File: src/rtl/ipi_seq_pkg.sv
package ipi_seq_pkg;

  typedef enum logic [1:0] {
    OP_INIT = 2'd0,
    OP_SMI  = 2'd1,
    OP_BOOT = 2'd2,
    OP_RSVD = 2'd3
  } ipi_op_e;

  typedef enum logic [1:0] {
    SEL_LO   = 2'b00,
    SEL_HI   = 2'b01,
    SEL_WIDE = 2'b10
  } cmd_sel_e;

  typedef enum logic [2:0] {
    ST_IDLE,
    ST_HI,
    ST_LO,
    ST_POLL,
    ST_WIDE,
    ST_GAP
  } seq_st_e;

  localparam logic [2:0] DM_SMI   = 3'b010;
  localparam logic [2:0] DM_INIT  = 3'b101;
  localparam logic [2:0] DM_START = 3'b110;
  localparam logic [1:0] SH_NONE   = 2'b00;
  localparam logic [1:0] SH_OTHERS = 2'b11;
  localparam int LEVEL_BIT = 14;
  localparam logic [1:0] LAST_BOOT_STEP = 2'd2;

  // Low command word: vector, delivery mode, level, shorthand.
  function automatic logic [31:0] pack_low(input logic [2:0] dm,
                                           input logic [7:0] vec,
                                           input logic       others);
    logic [31:0] w;
    w            = '0;
    w[7:0]       = vec;
    w[10:8]      = dm;
    w[LEVEL_BIT] = 1'b1;
    w[19:18]     = others ? SH_OTHERS : SH_NONE;
    return w;
  endfunction

  // High word of the 32-bit style: eight-bit ID in the top byte.
  function automatic logic [31:0] pack_legacy_high(input logic [7:0] id);
    return {id, 24'h000000};
  endfunction

  function automatic logic [2:0] step_mode(input ipi_op_e op, input logic [1:0] step);
    logic [2:0] dm;
    case (op)
      OP_SMI:  dm = DM_SMI;
      OP_BOOT: dm = (step == 2'd0) ? DM_INIT : DM_START;
      default: dm = DM_INIT;
    endcase
    return dm;
  endfunction

  function automatic logic [7:0] step_vector(input ipi_op_e op, input logic [1:0] step,
                                             input logic [7:0] page);
    return (op == OP_BOOT && step != 2'd0) ? page : 8'h00;
  endfunction

endpackage

File: src/rtl/ipi_req_check.sv
module ipi_req_check
  import ipi_seq_pkg::*;
#(
  parameter int AW = 32
) (
  input  logic [1:0]    op,
  input  logic          others,
  input  logic          ext,
  input  logic [31:8]   target_upper,
  input  logic [AW-1:20] addr_upper,
  input  logic [11:0]   addr_lower,
  output logic          ok
);
  logic op_ok, id_ok, addr_ok;

  always_comb begin
    op_ok   = (ipi_op_e'(op) != OP_RSVD);
    id_ok   = ext || others || (target_upper == '0);
    addr_ok = (ipi_op_e'(op) != OP_BOOT) ||
              ((addr_upper == '0) && (addr_lower == 12'h000));
    ok      = op_ok && id_ok && addr_ok;
  end
endmodule

File: src/rtl/ipi_cmd_build.sv
module ipi_cmd_build
  import ipi_seq_pkg::*;
(
  input  ipi_op_e     op,
  input  logic [1:0]  step,
  input  logic        others,
  input  logic [31:0] target,
  input  logic [7:0]  page,
  output logic [31:0] lo_word,
  output logic [31:0] hi_legacy,
  output logic [31:0] hi_wide
);
  always_comb begin
    lo_word   = pack_low(step_mode(op, step), step_vector(op, step, page), others);
    hi_legacy = pack_legacy_high(target[7:0]);
    hi_wide   = target;
  end
endmodule

File: src/rtl/ipi_gap_timer.sv
module ipi_gap_timer #(
  parameter int SHORT_LEN = 10,
  parameter int LONG_LEN  = 200,
  parameter int CNT_W     = 8
) (
  input  logic             clk,
  input  logic             rst_n,
  input  logic             arm,
  input  logic             run,
  input  logic             long_sel,
  input  logic             us_tick,
  output logic             expire,
  output logic [CNT_W-1:0] cnt,
  output logic [CNT_W-1:0] len
);
  localparam logic [CNT_W-1:0] SHORT_C = SHORT_LEN[CNT_W-1:0];
  localparam logic [CNT_W-1:0] LONG_C  = LONG_LEN[CNT_W-1:0];

  logic [CNT_W-1:0] cnt_q;
  logic [CNT_W-1:0] cnt_inc;

  always_comb begin
    len     = long_sel ? LONG_C : SHORT_C;
    cnt_inc = cnt_q + 1'b1;
    expire  = run && us_tick && (cnt_inc == len);
    cnt     = cnt_q;
  end

  always_ff @(posedge clk or negedge rst_n) begin
    if (!rst_n)                cnt_q <= '0;
    else if (arm || expire)    cnt_q <= '0;
    else if (run && us_tick)   cnt_q <= cnt_inc;
  end
endmodule

File: src/rtl/ipi_seq.sv
module ipi_seq
  import ipi_seq_pkg::*;
#(
  parameter int AW           = 32,
  parameter int GAP_SHORT_US = 10,
  parameter int GAP_LONG_US  = 200
) (
  input  logic          clk,
  input  logic          rst_n,
  input  logic          ext_mode,
  input  logic          req_valid,
  input  logic [1:0]    req_op,
  input  logic          req_others,
  input  logic [31:0]   req_target,
  input  logic [AW-1:0] req_addr,
  input  logic          us_tick,
  input  logic          dlv_pend,
  output logic          busy,
  output logic          done,
  output logic          err,
  output logic          cmd_wr,
  output logic [1:0]    cmd_sel,
  output logic [63:0]   cmd_data
);
  localparam int MAX_GAP = (GAP_LONG_US > GAP_SHORT_US) ? GAP_LONG_US : GAP_SHORT_US;
  localparam int CNT_W   = $clog2(MAX_GAP + 1);

  seq_st_e     state_q;
  ipi_op_e     op_q;
  logic        others_q, ext_q;
  logic [31:0] tgt_q;
  logic [7:0]  page_q;
  logic [1:0]  step_q;
  logic        done_q, err_q;

  logic        req_ok, accept;
  logic [31:0] lo_word, hi_legacy, hi_wide;
  logic        gap_expire;
  logic [CNT_W-1:0] gap_cnt, gap_len;

  // Named internal events used by the bound checker.
  logic in_poll, in_gap, step_end, last_step;

  ipi_req_check #(.AW(AW)) u_req_check (
    .op           (req_op),
    .others       (req_others),
    .ext          (ext_mode),
    .target_upper (req_target[31:8]),
    .addr_upper   (req_addr[AW-1:20]),
    .addr_lower   (req_addr[11:0]),
    .ok           (req_ok)
  );

  ipi_cmd_build u_cmd_build (
    .op        (op_q),
    .step      (step_q),
    .others    (others_q),
    .target    (tgt_q),
    .page      (page_q),
    .lo_word   (lo_word),
    .hi_legacy (hi_legacy),
    .hi_wide   (hi_wide)
  );

  ipi_gap_timer #(
    .SHORT_LEN (GAP_SHORT_US),
    .LONG_LEN  (GAP_LONG_US),
    .CNT_W     (CNT_W)
  ) u_gap_timer (
    .clk      (clk),
    .rst_n    (rst_n),
    .arm      (step_end),
    .run      (in_gap),
    .long_sel (step_q != 2'd0),
    .us_tick  (us_tick),
    .expire   (gap_expire),
    .cnt      (gap_cnt),
    .len      (gap_len)
  );

  always_comb begin
    accept    = req_valid && (state_q == ST_IDLE);
    in_poll   = (state_q == ST_POLL);
    in_gap    = (state_q == ST_GAP);
    step_end  = (in_poll && !dlv_pend) || (state_q == ST_WIDE);
    last_step = (op_q != OP_BOOT) || (step_q == LAST_BOOT_STEP);
  end

  always_comb begin
    cmd_wr   = 1'b0;
    cmd_sel  = SEL_LO;
    cmd_data = '0;
    case (state_q)
      ST_HI: begin
        cmd_wr   = 1'b1;
        cmd_sel  = SEL_HI;
        cmd_data = {32'h0, hi_legacy};
      end
      ST_LO: begin
        cmd_wr   = 1'b1;
        cmd_sel  = SEL_LO;
        cmd_data = {32'h0, lo_word};
      end
      ST_WIDE: begin
        cmd_wr   = 1'b1;
        cmd_sel  = SEL_WIDE;
        cmd_data = {hi_wide, lo_word};
      end
      default: ;
    endcase
  end

  always_ff @(posedge clk or negedge rst_n) begin
    if (!rst_n) begin
      state_q  <= ST_IDLE;
      op_q     <= OP_INIT;
      others_q <= 1'b0;
      ext_q    <= 1'b0;
      tgt_q    <= '0;
      page_q   <= '0;
      step_q   <= '0;
      done_q   <= 1'b0;
      err_q    <= 1'b0;
    end else begin
      done_q <= 1'b0;
      err_q  <= 1'b0;
      case (state_q)
        ST_IDLE: begin
          if (accept) begin
            if (req_ok) begin
              op_q     <= ipi_op_e'(req_op);
              others_q <= req_others;
              ext_q    <= ext_mode;
              tgt_q    <= req_others ? 32'h0 : req_target;
              page_q   <= req_addr[19:12];
              step_q   <= 2'd0;
              state_q  <= ext_mode ? ST_WIDE : ST_HI;
            end else begin
              err_q <= 1'b1;
            end
          end
        end
        ST_HI:  state_q <= ST_LO;
        ST_LO:  state_q <= ST_POLL;
        ST_POLL, ST_WIDE: begin
          if (step_end) begin
            if (last_step) begin
              state_q <= ST_IDLE;
              done_q  <= 1'b1;
            end else begin
              state_q <= ST_GAP;
            end
          end
        end
        ST_GAP: begin
          if (gap_expire) begin
            step_q  <= step_q + 2'd1;
            state_q <= ext_q ? ST_WIDE : ST_HI;
          end
        end
        default: state_q <= ST_IDLE;
      endcase
    end
  end

  always_comb begin
    busy = (state_q != ST_IDLE);
    done = done_q;
    err  = err_q;
  end
endmodule

File: config.mk
export PLATFORM = sky130hd
export DESIGN_NAME = ipi_seq
export DESIGN_NICKNAME = d
export VERILOG_FILES = /design/src/rtl/ipi_seq_pkg.sv /design/src/rtl/ipi_req_check.sv /design/src/rtl/ipi_cmd_build.sv /design/src/rtl/ipi_gap_timer.sv /design/src/rtl/ipi_seq.sv
export SDC_FILE = /design/constraint.sdc
export NUM_CORES = 1
export LEC_CHECK = 0
export BUFFER_PORTS_ARGS = -buffer_cell sky130_fd_sc_hd__buf_2
export CORE_AREA = 4 4 122 124
export CTS_CLUSTER_DIAMETER = 100
export CTS_CLUSTER_SIZE = 12
export DETAILED_ROUTE_END_ITERATION = 6
export DIE_AREA = 0 0 126 128
export GPL_TIMING_DRIVEN = 0
export MAX_ROUTING_LAYER = met4
export REMOVE_ABC_BUFFERS = 1
export SETUP_SLACK_MARGIN = 0.05
export SLEW_MARGIN = 20
export SYNTH_ARGS = -nofsm -noshare
export SYNTH_HDL_FRONTEND = slang
export SYNTH_SLANG_ARGS = --single-unit
File: constraint.sdc
create_clock -name clk -period 3.19 [get_ports clk]
set_clock_uncertainty 0.15 [all_clocks]
set_input_delay 0.1595 -clock clk [delete_from_list [all_inputs] [get_ports clk]]
set_output_delay 0.1595 -clock clk [all_outputs]
set_load 0.01 [all_outputs]
==> impl_metrics.json, run 1 <==
{
  "worst_slack_ps": 352,
  "io_buffers": 132,
  "yosys_warnings": 0,
  "syn2layout_area_growth_pct": 45.7,
  "nNetsFinal": 627,
  "final_cell_mix": "buf_2, dfrtp_1, nand2_1",
  "timing.fmax_mhz": 352,
  "cp.arrival_ps": 2890,
  "synth_area_um2": 3400,
  "cpMaxStageDelayCell": "dfrtp_2",
  "wire_per_inst_um": 13.8,
  "final_layout_size_suffix_gt1_share_pct": 31.3,
  "layout_min_cycle_time_ps": 2840,
  "initial_core_util_pct": 24.7,
  "fin_cells": 733,
  "path_delay_family": "simple AND/OR/NAND/NOR gates",
  "status": "complete, no violations",
  "cts_tree": "built",
  "multiInputGateArea_um2": 1740,
  "rrSetupSlack_ps": 350,
  "htreeDepth": 3,
  "cp-end-kind": "register",
  "clock-sinks": 59,
  "root_buffer": "clkbuf_16",
  "dp_hpwl_mm": 7.12,
  "grt_max_degree": 43,
  "final_common_cell": "buf_2",
  "ys_seq_area_share_pct": 43.5,
  "slew_violations": 0,
  "design_area_um2": 4950,
  "finalCritPeriodShare_pct": 89.0,
  "clk_pin_slew_ps": 50,
  "clk_latency_ps": 320,
  "worstSetupPathType": "register to register",
  "die-area_um2": 16100,
  "fillers": 1427,
  "die_h_um": 128,
  "ir_worst_vdd_uv": 299,
  "critPathRequiredTime_ps": 3250,
  "p_leak_nw": 2.56,
  "ys_types": 43,
  "dp_cells": 672,
  "drc_errors": 0,
  "hp-class": "primary input to register",
  "rsz0062_at_grt": "no",
  "r2r-end": "state_q[0]",
  "path_cells": "and3b_1 -> and2_1 -> nand2_1 -> a2111o_1 -> and2_4 -> o32a_1",
  "grt_pass1_vias": 3452,
  "min-delay-start": "us_tick",
  "slowest_delay_ps": 800,
  "wl_mm": 10.1,
  "core_um2": 13800,
  "drv_cap": 0,
  "r2r_cells": 6,
  "start_kind": "register",
  "setup-violations-final": 0,
  "final_antenna_net_count": 0,
  "antenna_found_initial": 0,
  "vias": 3286,
  "reg2reg_from": "state_q[2]",
  "synth-seq-cells": 59,
  "numCtsBuffers": 9,
  "num_antenna_cells": 0,
  "crit_fanout": 42,
  "viasPerCell": 4.48,
  "post-place-ws_ps": 68.9,
  "gp_congestion": 0.801,
  "overflow": 0,
  "hold_viol": 0,
  "grt_pass1_wl_mm": 16.5,
  "fp.dieW_um": 126,
  "drt_pre_antenna_iters": 4,
  "grt_usage_pct": 12.9,
  "powerDensity_nw_per_um2": 624,
  "holdPathStages": 4,
  "max_slew_margin_pct": 50.8,
  "std_cell_rows": 43,
  "min_to": "u_gap_timer.cnt[1]",
  "regArea_um2": 1480,
  "worst-path-buf-inv": 0,
  "synth.avg_cell_area_um2": 8.87,
  "ctsResizeCount": 0,
  "io_pins": 143,
  "tightest_slew_ps": 736,
  "drt_iter0_drc": 97,
  "whs_ps": 39.9,
  "ctsLongestPathBuffers": 2,
  "netlist_instances": 383,
  "dpl_cell_area_um2": 4210
}
## cells by family (layout without fill, tap and decap cells)
logic type               Yosys count  in the layout  synth area share, %
adder cells (fa/ha/maj)            5              5                 1.84
XOR/XNOR                           8              8                 2.06
other                              1             10                0.110
AND/OR/NAND/NOR                  190            190                 30.3
buffers and inverters             46            207                 6.74
flip-flops                        59             59                 43.5
AO/OA/AOI/OAI                     60             60                 10.9
multiplexers                      14             14                 4.60
## synthesized netlist by cell type, drive strengths merged
cell type,n,area share (%)
a2111o,1,0.33
a2111oi,1,0.81
a211o,1,0.26
a211oi,1,0.22
a21o,2,0.48
a21oi,7,1.0
a22o,2,0.52
a31o,1,0.26
a31oi,2,0.37
and2,12,2.3
and3,42,7.7
and3b,1,0.26
and4,1,0.33
buf,15,3.3
clkbuf,22,2.4
conb,1,0.11
dfrtp,59,43
ha,5,1.8
inv,9,0.99
mux2,13,4.3
mux2i,1,0.29
nand2,47,5.2
nand2b,34,6.3
nand3,6,0.88
nand3b,1,0.22
nand4,7,1.3
nor2,17,1.9
nor2b,4,0.74
nor3,5,0.74
nor3b,1,0.22
nor4,11,2.0
nor4b,1,0.26
o211ai,1,0.22
o21ai,36,5.3
o22ai,3,0.55
o31ai,1,0.22
o32a,1,0.29
xnor2,4,1.0
xor2,4,1.0
## what timing repair did
| action | 4_1_cts | 5_1_grt |
|---|---|---|
| hold buffers | 45 | 0 |
| endpoints found under the hold margin | 103 | 0 |
| buffers inserted | 0 | 1 |
| endpoints found under the setup margin | 0 | 13 |
## worst max path at each step
stage	endpoint	startpoint	cells after the start	slack, ps
2_1_floorplan	ext_q	state_q[2]	3	-380
3_3_place_gp	op_q[0]	req_target[17]	6	-1810
3_5_place_dp	tgt_q[3]	req_target[17]	11	70
4_1_cts	tgt_q[0]	req_target[18]	12	110
5_1_grt	state_q[0]	state_q[2]	6	200
6_report	state_q[0]	state_q[2]	6	350
## layout make-up
cell class	instances	area share, %
tap	180	4.55
inverter	9	0.683
clock inverter	2	0.202
sequential	59	29.9
timing repair buffer	183	24.1
multi-input combinational	287	35.1
clock buffer	13	5.46
## power by group
group | switching, mW | internal [mW]
Clock | 0.323 | 0.581
Sequential | 0.228 | 0.973
Combinational | 0.537 | 0.445
Total | 1.09 | 2.00
## metal layers
metal	up-vias	share of wire (%)	GRT usage, %
met2	102	48	21.1
met5	-	0	-
met1	1542	44	15.2
met4	0	1.6	4.86
li1	1630	-	-
met3	12	5.5	3.54
## worst reg2reg max path: cells and delay by family, from the launching register on
family / cells / cell delay, ps
AOI/OAI and AO/OA: 2 / 780
DFF: 1 / 800
and+or+nand+nor: 4 / 1000
## through the flow
stage | TNS [ps] | utilization (%) | power (mW)
2_1_floorplan | -8890 | - | 1.73
3_3_place_gp | -72580 | 29.9 | 2.09
3_5_place_dp | 0 | 30.6 | 2.16
4_1_cts | 0 | 35.9 | 3.13
5_1_grt | 0 | 35.9 | 3.32
6_report | 0 | 35.9 | 3.09
## registers in the layout (all words and copies together) (netlist names), 2 cells and up
signal and flops:
tgt_q 32, page_q 8, state_q 3, u_gap_timer.cnt 8
op_q 2, step_q 2
(Power assumes the default switching activity.)
==> run 2: changes to the inputs <==
--- a/config.mk
+++ b/config.mk
@@ -6,13 +6,14 @@
 export NUM_CORES = 1
 export LEC_CHECK = 0
 export BUFFER_PORTS_ARGS = -buffer_cell sky130_fd_sc_hd__buf_2
-export CORE_AREA = 4 4 122 124
+export CORE_AREA = 2 2 120 122
 export CTS_CLUSTER_DIAMETER = 100
 export CTS_CLUSTER_SIZE = 12
 export DETAILED_ROUTE_END_ITERATION = 6
-export DIE_AREA = 0 0 126 128
+export DIE_AREA = 0 0 122 124
 export GPL_TIMING_DRIVEN = 0
 export MAX_ROUTING_LAYER = met4
+export RECOVER_POWER = 25
 export REMOVE_ABC_BUFFERS = 1
 export SETUP_SLACK_MARGIN = 0.05
 export SLEW_MARGIN = 20
==> run 2 against run 1 <==
- sequential share of layout area grew 0.18 points
- power shrank 1.8%
- sequential power is essentially flat
- final area shrank 0.61%
- critical path type unchanged
- largest cell class unchanged
==> impl_metrics.json, run 2 (synthesis gave the netlist of run 1 again) <==
{
  "status": "complete, no violations",
  "grt_max_degree": 52,
  "layout_min_cycle_time_ps": 2800,
  "power.share.sequential_pct": 39.7,
  "finalCritPeriodShare_pct": 87.9,
  "cts_tree": "built",
  "std_cell_rows": 43,
  "initial_core_util_pct": 24.8,
  "post-place-ws_ps": 282,
  "drt_pre_antenna_iters": 4,
  "clk_pin_slew_ps": 50,
  "min-delay-start": "dlv_pend",
  "max_slew_margin_pct": 9.97,
  "final_common_cell": "buf_2",
  "nNetsFinal": 629,
  "rrSetupSlack_ps": 390,
  "grt_pass1_vias": 3251,
  "switching_share_pct": 36.2,
  "routed-wl-met3_um": 517,
  "tightest_slew_ps": 1350,
  "grt_pass1_wl_mm": 16.3,
  "met1_length_mm": 4.43,
  "htreeDepth": 3,
  "path_cells": "and3b_1 -> and2_1 -> nand2_1 -> a2111o_1 -> and2_4 -> o32a_1",
  "overflow": 0,
  "num_antenna_cells": 0,
  "start_kind": "register",
  "largest_reg_flops": 32,
  "io_buffers": 132,
  "fillers": 1416,
  "clock-sinks": 59,
  "gp_congestion": 0.766,
  "hp-class": "primary input to register",
  "dp_hpwl_mm": 6.98,
  "cp.arrival_ps": 2870,
  "worst_slack_ps": 386,
  "cp-end-kind": "register",
  "clk_latency_ps": 330,
  "routed.top_layer": "met4",
  "tns_ps": 0,
  "core_um2": 13700,
  "final_antenna_net_count": 0,
  "holdPathStages": 3,
  "die-area_um2": 15100,
  "io_pins": 143,
  "power.total_mw": 3.03,
  "design_area_um2": 4920,
  "cpMaxStageDelayCell": "dfrtp_2",
  "top_register": "tgt_q",
  "setup-violations-final": 0,
  "power.switching_mw": 1.10,
  "timing.fmax_mhz": 357,
  "syn2layout_area_growth_pct": 44.8,
  "drc_errors": 0,
  "ir_worst_vdd_uv": 330,
  "p_leak_nw": 2.55,
  "viasPerCell": 4.48,
  "grt_usage_pct": 14.4,
  "reg2reg_from": "state_q[2]",
  "ctsLongestPathBuffers": 2,
  "combPwrFrac_pct": 32.1,
  "powerDensity_nw_per_um2": 617,
  "final_layout_size_suffix_gt1_share_pct": 30.8,
  "worstSetupPathType": "register to register",
  "dpl_cell_area_um2": 4210,
  "r2r_cells": 6,
  "final_cell_mix": "buf_2, dfrtp_1, nand2_1",
  "numCtsBuffers": 9,
  "clkPwrFrac_pct": 28.2,
  "antenna_found_initial": 0,
  "drt_iter0_drc": 159,
  "route.met2.wl_mm": 5.04,
  "wl_mm": 10.1,
  "drv_cap": 0,
  "hold_viol": 0,
  "wire_per_inst_um": 13.7,
  "slew_violations": 0,
  "rsz0062_at_grt": "no",
  "vias": 3298,
  "root_buffer": "clkbuf_16",
  "min_to": "state_q[1]",
  "die_h_um": 124,
  "r2r-end": "state_q[0]",
  "crit_fanout": 42,
  "intPower_mw": 1.94,
  "fp.dieW_um": 122,
  "slowest_delay_ps": 810,
  "critPathRequiredTime_ps": 3260
}
run 2: cell types whose count changed in the layout (fill, tap and decap cells not counted):
cell,before,now
buf_6,2,3
clkbuf_8,3,0
dlygate4sd3_1,45,46
clkbuf_2,0,1
clkinv_2,2,3
buf_12,1,0
clkbuf_1,1,5
buf_8,2,1
run 2: how the worst max path moves through the flow:
stage | startpoint | end | slack (ps) | cells past startpoint
floorplan | state_q[2] | ext_q | -380 | 3
global placement | req_target[17] | page_q[3] | -1910 | 6
detailed placement | req_target[17] | tgt_q[5] | 280 | 8
CTS | req_target[17] | tgt_q[5] | 80 | 9
global route | state_q[2] | state_q[0] | 170 | 6
finish | state_q[2] | state_q[0] | 390 | 6
run 2: per-stage QoR:
stage               hold WS (ps)  std cells  utilization [%]
CTS                         44.2        734             35.9
finish                       132        736             35.9
floorplan                   -286        355                -
detailed placement          -143        672             30.7
global route                 140        736             35.9
global placement             242        667             30.0
run 2: final cells by class:
| type | count | area, µm² | share of cell area (%) |
|---|---|---|---|
| Clock buffer | 13 | 240 | 4.88 |
| Clock inverter | 3 | 15.0 | 0.305 |
| Inverter | 9 | 33.8 | 0.687 |
| Multi-Input combinational cell | 287 | 1740 | 35.3 |
| Sequential cell | 59 | 1480 | 30.0 |
| Tap cell | 180 | 225 | 4.58 |
| Timing Repair Buffer | 185 | 1190 | 24.2 |
run 2: power by group through the flow:
stage                     logic, mW  clock network (mW)  registers, mW
final                         0.974               0.855           1.20
after global placement        0.894                   0           1.19
after global routing           1.10               0.926           1.25
after CTS                     0.986               0.889           1.20
after floorplan               0.596                   0           1.13
after detailed placement      0.938                   0           1.21
run 2: timing repair:
item | in CTS | in global routing
endpoints found under the hold margin | 104 | 0
endpoints found under the setup margin | 0 | 28
setup buffers | 0 | 2
resized for setup | 0 | 0
hold buffers | 46 | 0
run 2: metal layers:
| layer | global-route usage (%) | up-vias |
|---|---|---|
| met5 | - | - |
| met4 | 4.24 | 0 |
| met3 | 3.89 | 11 |
| met2 | 24.3 | 86 |
| met1 | 16.9 | 1567 |
| li1 | - | 1634 |
run 2: worst max-delay path, delay by kind of cell (launching register included):
kind	cells	cell delay, ps
flip-flops	1	810
AND/OR/NAND/NOR	4	970
AO/OA/AOI/OAI	2	750
